==> src/rtl/card_clk_pkg.sv <==
`timescale 1ns/1ps
package card_clk_pkg;
  localparam int STOP_BIT     = 0;
  localparam int START_BIT    = 1;
  localparam int OP_BIT       = 2;
  localparam int RUN_STAT_BIT = 8;

  typedef struct packed {
    logic cntEn;    // divider counter advances
    logic codeLoad; // pending ratio code may be applied at this edge
  } clk_strb_t;
endpackage

==> src/rtl/card_clk_ctrl.sv <==
`timescale 1ns/1ps
module card_clk_ctrl
  import card_clk_pkg::*;
#(
  parameter int CTL_W = 16
) (
  input  logic             clk,
  input  logic             rstN,
  input  logic             wrCtl,
  input  logic [CTL_W-1:0] ctlWord,
  input  logic             wrap,
  output clk_strb_t        strb,
  output logic             running,
  output logic             opStart
);
  logic stopPend;
  logic stopHit, startHit, opHit, stopWant;

  always_comb begin
    stopHit  = wrCtl & ctlWord[STOP_BIT];
    startHit = wrCtl & ctlWord[START_BIT] & ~stopHit;
    opHit    = startHit & ctlWord[OP_BIT];
    stopWant = stopPend | (stopHit & running);
  end

  always_ff @(posedge clk or negedge rstN) begin
    if (!rstN) begin
      running  <= 1'b0;
      stopPend <= 1'b0;
      opStart  <= 1'b0;
    end else begin
      opStart <= opHit;
      if (!running) begin
        stopPend <= 1'b0;
        if (startHit) running <= 1'b1;
      end else if (startHit) begin
        stopPend <= 1'b0;          // a start cancels any pending stop
      end else if (stopWant && wrap) begin
        running  <= 1'b0;          // close the gate at the period boundary
        stopPend <= 1'b0;
      end else if (stopWant) begin
        stopPend <= 1'b1;
      end
    end
  end

  always_comb begin
    strb.cntEn    = running;
    strb.codeLoad = ~running | wrap;
  end

  // a launch pulse only appears while the clock runs
  p_op_needs_run_r7: assert property (@(posedge clk) disable iff (!rstN)
    opStart |-> running);

  // stop wins over start in the same word
  p_stop_prio_r6: assert property (@(posedge clk) disable iff (!rstN)
    (wrCtl && ctlWord[STOP_BIT] && !running) |=> !running);

  // the gate closes only at the end of a divided period
  p_stop_at_wrap_r5: assert property (@(posedge clk) disable iff (!rstN)
    $fell(running) |-> $past(wrap));
endmodule

==> src/rtl/card_clk_div.sv <==
`timescale 1ns/1ps
module card_clk_div
  import card_clk_pkg::*;
#(
  parameter int CODE_W = 3
) (
  input  logic              clk,
  input  logic              rstN,
  input  logic              wrDiv,
  input  logic [CODE_W-1:0] divCode,
  input  clk_strb_t         strb,
  output logic              wrap,
  output logic              cardClk
);
  localparam int CNT_W = (1 << CODE_W) - 1;

  logic [CODE_W-1:0] pendCode, codeQ;
  logic [CNT_W-1:0]  cnt, mask;
  logic [CNT_W:0]    maskW;
  logic              divBit, runLow;

  always_comb begin
    maskW = ({{CNT_W{1'b0}}, 1'b1} << codeQ) - 1'b1;
    mask  = maskW[CNT_W-1:0];
    wrap  = ((cnt & mask) == mask);
    if (codeQ == '0) divBit = 1'b0;
    else             divBit = cnt[codeQ - 1'b1];
  end

  always_ff @(posedge clk or negedge rstN) begin
    if (!rstN) begin
      pendCode <= '0;
      codeQ    <= '0;
      cnt      <= '0;
    end else begin
      if (wrDiv)         pendCode <= divCode;
      if (strb.codeLoad) codeQ    <= pendCode;
      if (!strb.cntEn)   cnt      <= '0;
      else if (wrap)     cnt      <= '0;
      else               cnt      <= cnt + 1'b1;
    end
  end

  // enable for the undivided path changes only while clk is low
  always_ff @(negedge clk or negedge rstN) begin
    if (!rstN) runLow <= 1'b0;
    else       runLow <= strb.cntEn;
  end

  assign cardClk = (codeQ == '0) ? (clk & runLow) : divBit;

  // every start begins at the start of a low phase
  p_start_from_zero_r2: assert property (@(posedge clk) disable iff (!rstN)
    $rose(strb.cntEn) |-> (cnt == '0));

  // the applied code holds inside a running period
  p_code_hold_r8: assert property (@(posedge clk) disable iff (!rstN)
    (strb.cntEn && $past(strb.cntEn) && !$past(wrap)) |-> $stable(codeQ));
endmodule

==> src/rtl/card_clk_gen.sv <==
`timescale 1ns/1ps
module card_clk_gen
  import card_clk_pkg::*;
#(
  parameter int CODE_W = 3,
  parameter int CTL_W  = 16
) (
  input  logic              clk,
  input  logic              rstN,
  input  logic              wrCtl,
  input  logic [CTL_W-1:0]  ctlWord,
  input  logic              wrDiv,
  input  logic [CODE_W-1:0] divCode,
  output logic              cardClk,
  output logic [CTL_W-1:0]  statusWord,
  output logic              opStart
);
  clk_strb_t strb;
  logic      wrap, running;

  card_clk_ctrl #(.CTL_W(CTL_W)) ctrl_i (
    .clk(clk), .rstN(rstN), .wrCtl(wrCtl), .ctlWord(ctlWord),
    .wrap(wrap), .strb(strb), .running(running), .opStart(opStart)
  );

  card_clk_div #(.CODE_W(CODE_W)) div_i (
    .clk(clk), .rstN(rstN), .wrDiv(wrDiv), .divCode(divCode),
    .strb(strb), .wrap(wrap), .cardClk(cardClk)
  );

  always_comb begin
    statusWord = '0;
    statusWord[RUN_STAT_BIT] = running;
  end

  // the status flag tracks the running state set by the controller
  p_status_r4: assert property (@(posedge clk) disable iff (!rstN)
    $countones(statusWord) == int'(running));
endmodule

==> config.mk <==
export PLATFORM = sky130hd
export DESIGN_NAME = card_clk_gen
export DESIGN_NICKNAME = d
export VERILOG_FILES = /design/src/rtl/card_clk_pkg.sv /design/src/rtl/card_clk_ctrl.sv /design/src/rtl/card_clk_div.sv /design/src/rtl/card_clk_gen.sv
export SDC_FILE = /design/constraint.sdc
export NUM_CORES = 1
export LEC_CHECK = 0
export BUFFER_PORTS_ARGS = -buffer_cell sky130_fd_sc_hd__buf_2
export CAP_MARGIN = 25
export CORE_MARGIN = 5
export CORE_UTILIZATION = 30
export CTS_BUF_LIST = sky130_fd_sc_hd__clkbuf_16
export CTS_CLUSTER_DIAMETER = 120
export DETAILED_ROUTE_END_ITERATION = 12
export MAX_ROUTING_LAYER = met4
export PLACE_DENSITY_LB_ADDON = 0.25
export SLEW_MARGIN = 20
export SYNTH_ARGS = -nofsm -noshare
export SYNTH_HDL_FRONTEND = slang
export SYNTH_HIERARCHICAL = 1
export SYNTH_SLANG_ARGS = --single-unit
==> constraint.sdc <==
create_clock -name clk -period 3.35 [get_ports clk]
set_clock_uncertainty 0.05 [all_clocks]
set_input_delay 1.005 -clock clk [delete_from_list [all_inputs] [get_ports clk]]
set_output_delay 1.005 -clock clk [all_outputs]
set_load 0.01 [all_outputs]
==> results.sh, run 1 <==
export IMPL_status="finished with violations"
export IMPL_violations="setup timing"
export IMPL_crit_slowest_cell="dfrtn_1"
export IMPL_grt_max_degree=17
export IMPL_powerDensity_nw_per_um2=1100
export IMPL_cp_max_fo=1
export IMPL_tightest_slew_ns=0.507
export IMPL_drc=0
export IMPL_ioPinCount=41
export IMPL_avgSynthCellArea_sq_um=10.2
export IMPL_relSlewSlack_pct=65.9
export IMPL_synth_mux_area_share_pct=7.31
export IMPL_final_nets=169
export IMPL_critical_path_top_delay_family="flip-flops"
export IMPL_setup_viol=2
export IMPL_route_vias_total=893
export IMPL_layout_drive_gt1_share_pct=23.9
export IMPL_hold_buffers=0
export IMPL_irDropWorstVdd_mv=0.361
export IMPL_crit_chain="nand3_1, o21ai_1, buf_2"
export IMPL_synth_fa_ha_area_share_pct=7.31
export IMPL_fin_util_pct=36.4
export IMPL_path_class="flop to output pin"
export IMPL_hold_violations=0
export IMPL_yosysSeqAreaShare_pct=35.5
export IMPL_synth_area_sq_um=1200
export IMPL_clkLatencyLatePin_ns=0.36
export IMPL_slew_violations=0
export IMPL_synth_simple_area_share_pct=15.2
export IMPL_cp_data_required_time_ns=2.29
export IMPL_multi_input_area_sq_um=671
export IMPL_synth_xor_area_share_pct=6.58
export IMPL_routabilityCongestion=0.835
export IMPL_yosys_warnings=6
export IMPL_grt_pass1_wl_um=4150
export IMPL_seq_area_sq_um=425
export IMPL_cap_viol_max_count=0
export IMPL_antenna_found_initial=0
export IMPL_fp_dieArea_sq_um=5360
export IMPL_hold_class="flop to flop"
export IMPL_die_w_um=73.2
export IMPL_io_buffers=12
export IMPL_syn_inst=118
export IMPL_setup_tns_final_ns=-0.451
export IMPL_die_h_um=73.2
export IMPL_via_per_inst=4.75
export IMPL_cp_data_arrival_time_ns=2.75
export IMPL_synth_compound_area_share_pct=14.8
export IMPL_fin_cells=188
export IMPL_fillers=381
export IMPL_rows=23
export IMPL_yosys_register_bits=17
export IMPL_start_util_pct=30.4
export IMPL_cts_tree="done"
export IMPL_cpPeakStageDelay_ns=0.39
export IMPL_grt_setup_unrepaired="yes"
export IMPL_dp_cells=181
export IMPL_area_growth_pct=19.6
export IMPL_endpoint_kind="output pin"
export IMPL_drt_total_wl_um=2460
export IMPL_drt_initial_drc_count=40
export IMPL_num_antenna_cells=0
export IMPL_pre_cts_slack_ns=-0.00865
export IMPL_p_leak_uw=0.000637
export IMPL_grt_pass1_vias=928
export IMPL_core_area_sq_um=3940
export IMPL_crit_buf_inv=1
export IMPL_ant_nets=0
export IMPL_crit_path_start_kind="flop"
export IMPL_grt_overflow=0
export IMPL_final_area_sq_um=1430
export IMPL_synth_top_family_by_area="simple AND/OR/NAND/NOR gates"
export IMPL_synth_distinct_cells=37
export IMPL_placed_cell_area_sq_um=1280
export IMPL_grt_usage_pct=10.9
export IMPL_wl_per_cell_um=13.1
export IMPL_dp_hpwl_um=1870
export IMPL_clk_pin_slew_worst_paths_ns=0.05
export IMPL_drtPass1Iterations=4
export IMPL_fin_ws_ns=-0.451
[per-stage QoR]
| step | hold WS [ns] | total power (uW) |
|---|---|---|
| 2_1_floorplan | 0.396 | 961 |
| 3_3_place_gp | 0.421 | 1140 |
| 3_5_place_dp | 0.432 | 1160 |
| 4_1_cts | 0.443 | 1590 |
| 5_1_grt | 0.476 | 1710 |
| 6_report | 0.441 | 1580 |
[Yosys cell counts (all sizes together)]
cell type / number / area share, %
buf: 18 / 11
dfrtp: 16 / 33
a311oi: 7 / 5.6
ha: 7 / 7.3
inv: 6 / 1.9
nand2: 6 / 1.9
nand2b: 5 / 2.6
o21ai: 5 / 2.1
xnor2: 5 / 3.7
mux2: 4 / 3.8
nand3: 4 / 1.7
nor2: 4 / 1.3
xor2: 4 / 2.9
nor3b: 3 / 1.9
a21oi: 2 / 0.84
mux2i: 2 / 1.7
nand3b: 2 / 1.3
nor2b: 2 / 1.0
a2111oi: 1 / 2.3
a211oi: 1 / 1.0
a21o: 1 / 0.63
a22oi: 1 / 0.63
a31oi: 1 / 0.52
and3: 1 / 0.52
conb: 1 / 0.31
dfrtn: 1 / 2.1
mux4: 1 / 1.9
nor3: 1 / 0.84
nor4: 1 / 0.52
nor4b: 1 / 0.73
o211ai: 1 / 0.63
o22ai: 1 / 0.52
or2: 1 / 0.52
or3: 1 / 0.52
[power by group]
part	leakage [uW]	internal, uW	total, uW	switching, uW
Combinational	0.000348	356	750	394
Clock	0.0000849	331	456	125
Sequential	0.000204	274	373	98.8
Total	0.000637	961	1580	617
[layer usage]
metal | global-route usage [%] | up-vias | part of all wire [%]
met3 | 3.72 | 3 | 6.5
met1 | 12.3 | 432 | 46
met2 | 16.6 | 31 | 46
li1 | - | 427 | -
met5 | - | - | 0
met4 | 6.76 | 0 | 1.7
[timing repair]
action	in CTS	in global routing
setup buffers	0	0
endpoints found under the setup margin	2	2
gates resized for setup	1	0
[cells in the final DEF (no fill, tap or decap), types with 2 or more instances in the layout]
master     netlist  layout
a21oi_1          2       2
a311oi_1         6       6
buf_2            1      12
buf_4           17       5
clkbuf_16        0       6
conb_1           1      15
dfrtp_1         16      16
ha_1             7       7
inv_1            6       6
mux2_2           4       4
mux2i_1          2       2
nand2_1          6       6
nand2b_1         5       5
nand3_1          4       4
nand3b_1         2       2
nor2_1           4       4
nor2b_1          2       2
nor3b_1          3       3
o21ai_0          4       3
o21ai_1          1       2
xnor2_1          5       5
xor2_1           4       4
[flip-flops by register name, indices dropped and copies added, names as in the netlist]
register	cells
div_i/codeQ	3
div_i/runLow	1
ctrl_i/stopPend	1
div_i/pendCode	3
ctrl_i/opStart	1
ctrl_i/running	1
div_i/cnt	7
[cells by family (layout without fill, tap and decap cells)]
family,count (synthesis),after routing
and+or+nand+nor,32,32
buffers and inverters,24,30
AOI/OAI and AO/OA,21,21
DFF,17,17
xor gates and xnor gates,9,9
adders and majority gates,7,7
muxes,7,7
other,1,15
[cell type report]
class / instances / share of cell area (%)
Sequential cell: 17 / 29.7
Inverter: 6 / 1.57
Timing Repair Buffer: 16 / 6.46
Tap cell: 50 / 4.36
Clock buffer: 7 / 10.8
Multi-Input combinational cell: 91 / 46.8
Clock inverter: 1 / 0.349
[worst reg2reg max path, cell delays in order, from the launching register on]
cell and delay, ns:
dfrtp_1 0.43, inv_1 0.17, ha_1 0.32, nor2b_1 0.30, inv_1 0.08, ha_1 0.27, a21oi_1 0.17, a311oi_2 0.08
a2111oi_4 0.26, and3_1 0.25, nand2b_1 0.14, mux2_2 0.33
[worst paths after layout]
path / startpoint / to / slack, ns / cells after the start
worst max-delay path: div_i/runLow / cardClk / -0.45 / 3
worst min-delay path: div_i/pendCode[1] / div_i/codeQ[1] / 0.44 / 2
worst max register to register: div_i/codeQ[0] / div_i/codeQ[2] / 0.38 / 11
worst min register to register: div_i/pendCode[1] / div_i/codeQ[1] / 0.44 / 2
max in group asynchronous: rstN / div_i/runLow / 1.23 / 1
min in group asynchronous: rstN / div_i/cnt[4] / 0.57 / 2
Note: power is estimated with default switching activity, not from simulation.
==> inputs of run 2 (changes only) <==
--- a/config.mk
+++ b/config.mk
@@ -9,7 +9,7 @@
 export CAP_MARGIN = 25
 export CORE_MARGIN = 5
 export CORE_UTILIZATION = 30
-export CTS_BUF_LIST = sky130_fd_sc_hd__clkbuf_16
+export CTS_BUF_LIST = sky130_fd_sc_hd__clkbuf_8
 export CTS_CLUSTER_DIAMETER = 120
 export DETAILED_ROUTE_END_ITERATION = 12
 export MAX_ROUTING_LAYER = met4
==> run 2 against run 1 <==
The run still ends with setup timing left. Final cell count did not move. Via count fell by 2.0%. Hold slack about the same. Register-to-register slack about the same. Design area fell by 4.7%. Sequential power about the same. Global-route usage fell by 0.36 points. Sequential share of layout area is 1.5 points higher. Total power decreased by 11%. Clock-buffer cell count did not move. Sequential cell count unchanged. Critical path depth stayed put. Critical path type unchanged.
==> results.sh, run 2 (synthesized netlist as in run 1, its figures left out) <==
export IMPL_status="finished with violations"
export IMPL_violations="setup timing"
export IMPL_final_common_cell="dfrtp_1"
export IMPL_clk_pin_slew_worst_paths_ns=0.06
export IMPL_endpoint_kind="output pin"
export IMPL_relSlewSlack_pct=65.9
export IMPL_path_class="flop to output pin"
export IMPL_crit_path_start_kind="flop"
export IMPL_layout_drive_gt1_share_pct=23.9
export IMPL_routabilityCongestion=0.835
export IMPL_fin_cells=188
export IMPL_core_area_sq_um=3940
export IMPL_drt_initial_drc_count=38
export IMPL_cp_max_fo=1
export IMPL_drc=0
export IMPL_die_h_um=73.2
export IMPL_cp_data_arrival_time_ns=2.76
export IMPL_via_per_inst=4.65
export IMPL_route_vias_total=875
export IMPL_grt_overflow=0
export IMPL_dp_cells=181
export IMPL_area_growth_pct=14.0
export IMPL_grt_pass1_vias=942
export IMPL_pre_cts_slack_ns=-0.00865
export IMPL_antenna_found_initial=0
export IMPL_hold_violations=0
export IMPL_start_util_pct=30.4
export IMPL_setup_viol=2
export IMPL_cap_viol_max_count=0
export IMPL_fp_dieArea_sq_um=5360
export IMPL_clkLatencyLatePin_ns=0.36
export IMPL_final_nets=169
export IMPL_p_leak_uw=0.000606
export IMPL_num_antenna_cells=0
export IMPL_grt_setup_unrepaired="yes"
export IMPL_die_w_um=73.2
export IMPL_cts_tree="done"
export IMPL_largest_register_ff_count=7
export IMPL_grt_usage_pct=10.6
export IMPL_post_cts_buffers=0
export IMPL_dp_hpwl_um=1870
export IMPL_fin_ws_ns=-0.462
export IMPL_fin_util_pct=34.7
export IMPL_slew_violations=0
export IMPL_irDropWorstVdd_mv=0.451
export IMPL_powerDensity_nw_per_um2=1030
export IMPL_cp_data_required_time_ns=2.29
export IMPL_ant_nets=0
export IMPL_largest_register="div_i/cnt"
export IMPL_r2r_setup_slack_ns=0.37
export IMPL_fillers=393
export IMPL_rows=23
export IMPL_ioPinCount=41
export IMPL_hold_class="flop to flop"
export IMPL_layout_common_cells="dfrtp_1 (16), conb_1 (15), buf_2 (12)"
export IMPL_grt_max_degree=17
export IMPL_grt_pass1_wl_um=4060
export IMPL_drt_total_wl_um=2440
export IMPL_tightest_slew_ns=0.507
export IMPL_drtPass1Iterations=4
export IMPL_io_buffers=12
export IMPL_reg_top3="div_i/cnt (7), div_i/codeQ (3), div_i/pendCode (3)"
export IMPL_wl_per_cell_um=13.0
## run 2: cell counts in the layout (fill, tap and decap cells not counted)
No cell type changed its count.
## run 2: repair_timing
action	CTS	global route
resized for setup	1	0
endpoints found under the setup margin	2	2
endpoints found under the hold margin	0	0
hold buffers	0	0
## run 2: final timing paths
path,from,to,depth (start not counted)
hold reg to reg,div_i/pendCode[1],div_i/codeQ[1],2
min in group asynchronous,rstN,div_i/cnt[4],2
setup / recovery,div_i/runLow,cardClk,3
max in group asynchronous,rstN,div_i/runLow,1
setup reg to reg,div_i/codeQ[0],div_i/codeQ[2],11
hold / removal,div_i/pendCode[1],div_i/codeQ[1],2
## run 2: metal layers
metal  vias to the layer above  GRT usage (%)  wire length [um]
li1                        427              -                 -
met1                       422           11.9              1160
met3                         4           2.89               101
met5                         -              -                 0
met4                         0           7.17                44
met2                        22           16.2              1130
## run 2: through the flow
step / cell area (sq um) / total power [uW] / hold slack, ns / TNS (ns)
floorplan: 1250 / 961 / 0.396 / 0
global placement: 1280 / 1140 / 0.421 / 0
detailed placement: 1280 / 1160 / 0.432 / -0.00865
CTS: 1370 / 1420 / 0.447 / -0.466
global route: 1370 / 1530 / 0.478 / -0.500
finish: 1370 / 1410 / 0.440 / -0.462
## run 2: area by class of cell
| type | instances | area, sq um | area share (%) |
|---|---|---|---|
| timing repair buffer | 16 | 92.6 | 6.78 |
| clock inverter | 1 | 5.00 | 0.366 |
| clock buffer | 7 | 87.6 | 6.41 |
| sequential | 17 | 425 | 31.1 |
| inverter | 6 | 22.5 | 1.65 |
| tap | 50 | 62.6 | 4.58 |
| multi-input combinational | 91 | 671 | 49.1 |
## run 2: report_power, final
part	total [uW]	switching [uW]	leakage, uW	internal, uW
clock	285	107	0.0000541	178
combinational	751	395	0.000348	356
sequential	372	98.9	0.000204	273
total	1410	601	0.000606	807
## run 2: critical path: stages (launching register included)
cell and delay (ns):
dfrtn_1 0.39, nand3_1 0.06, o21ai_1 0.10, buf_2 0.15
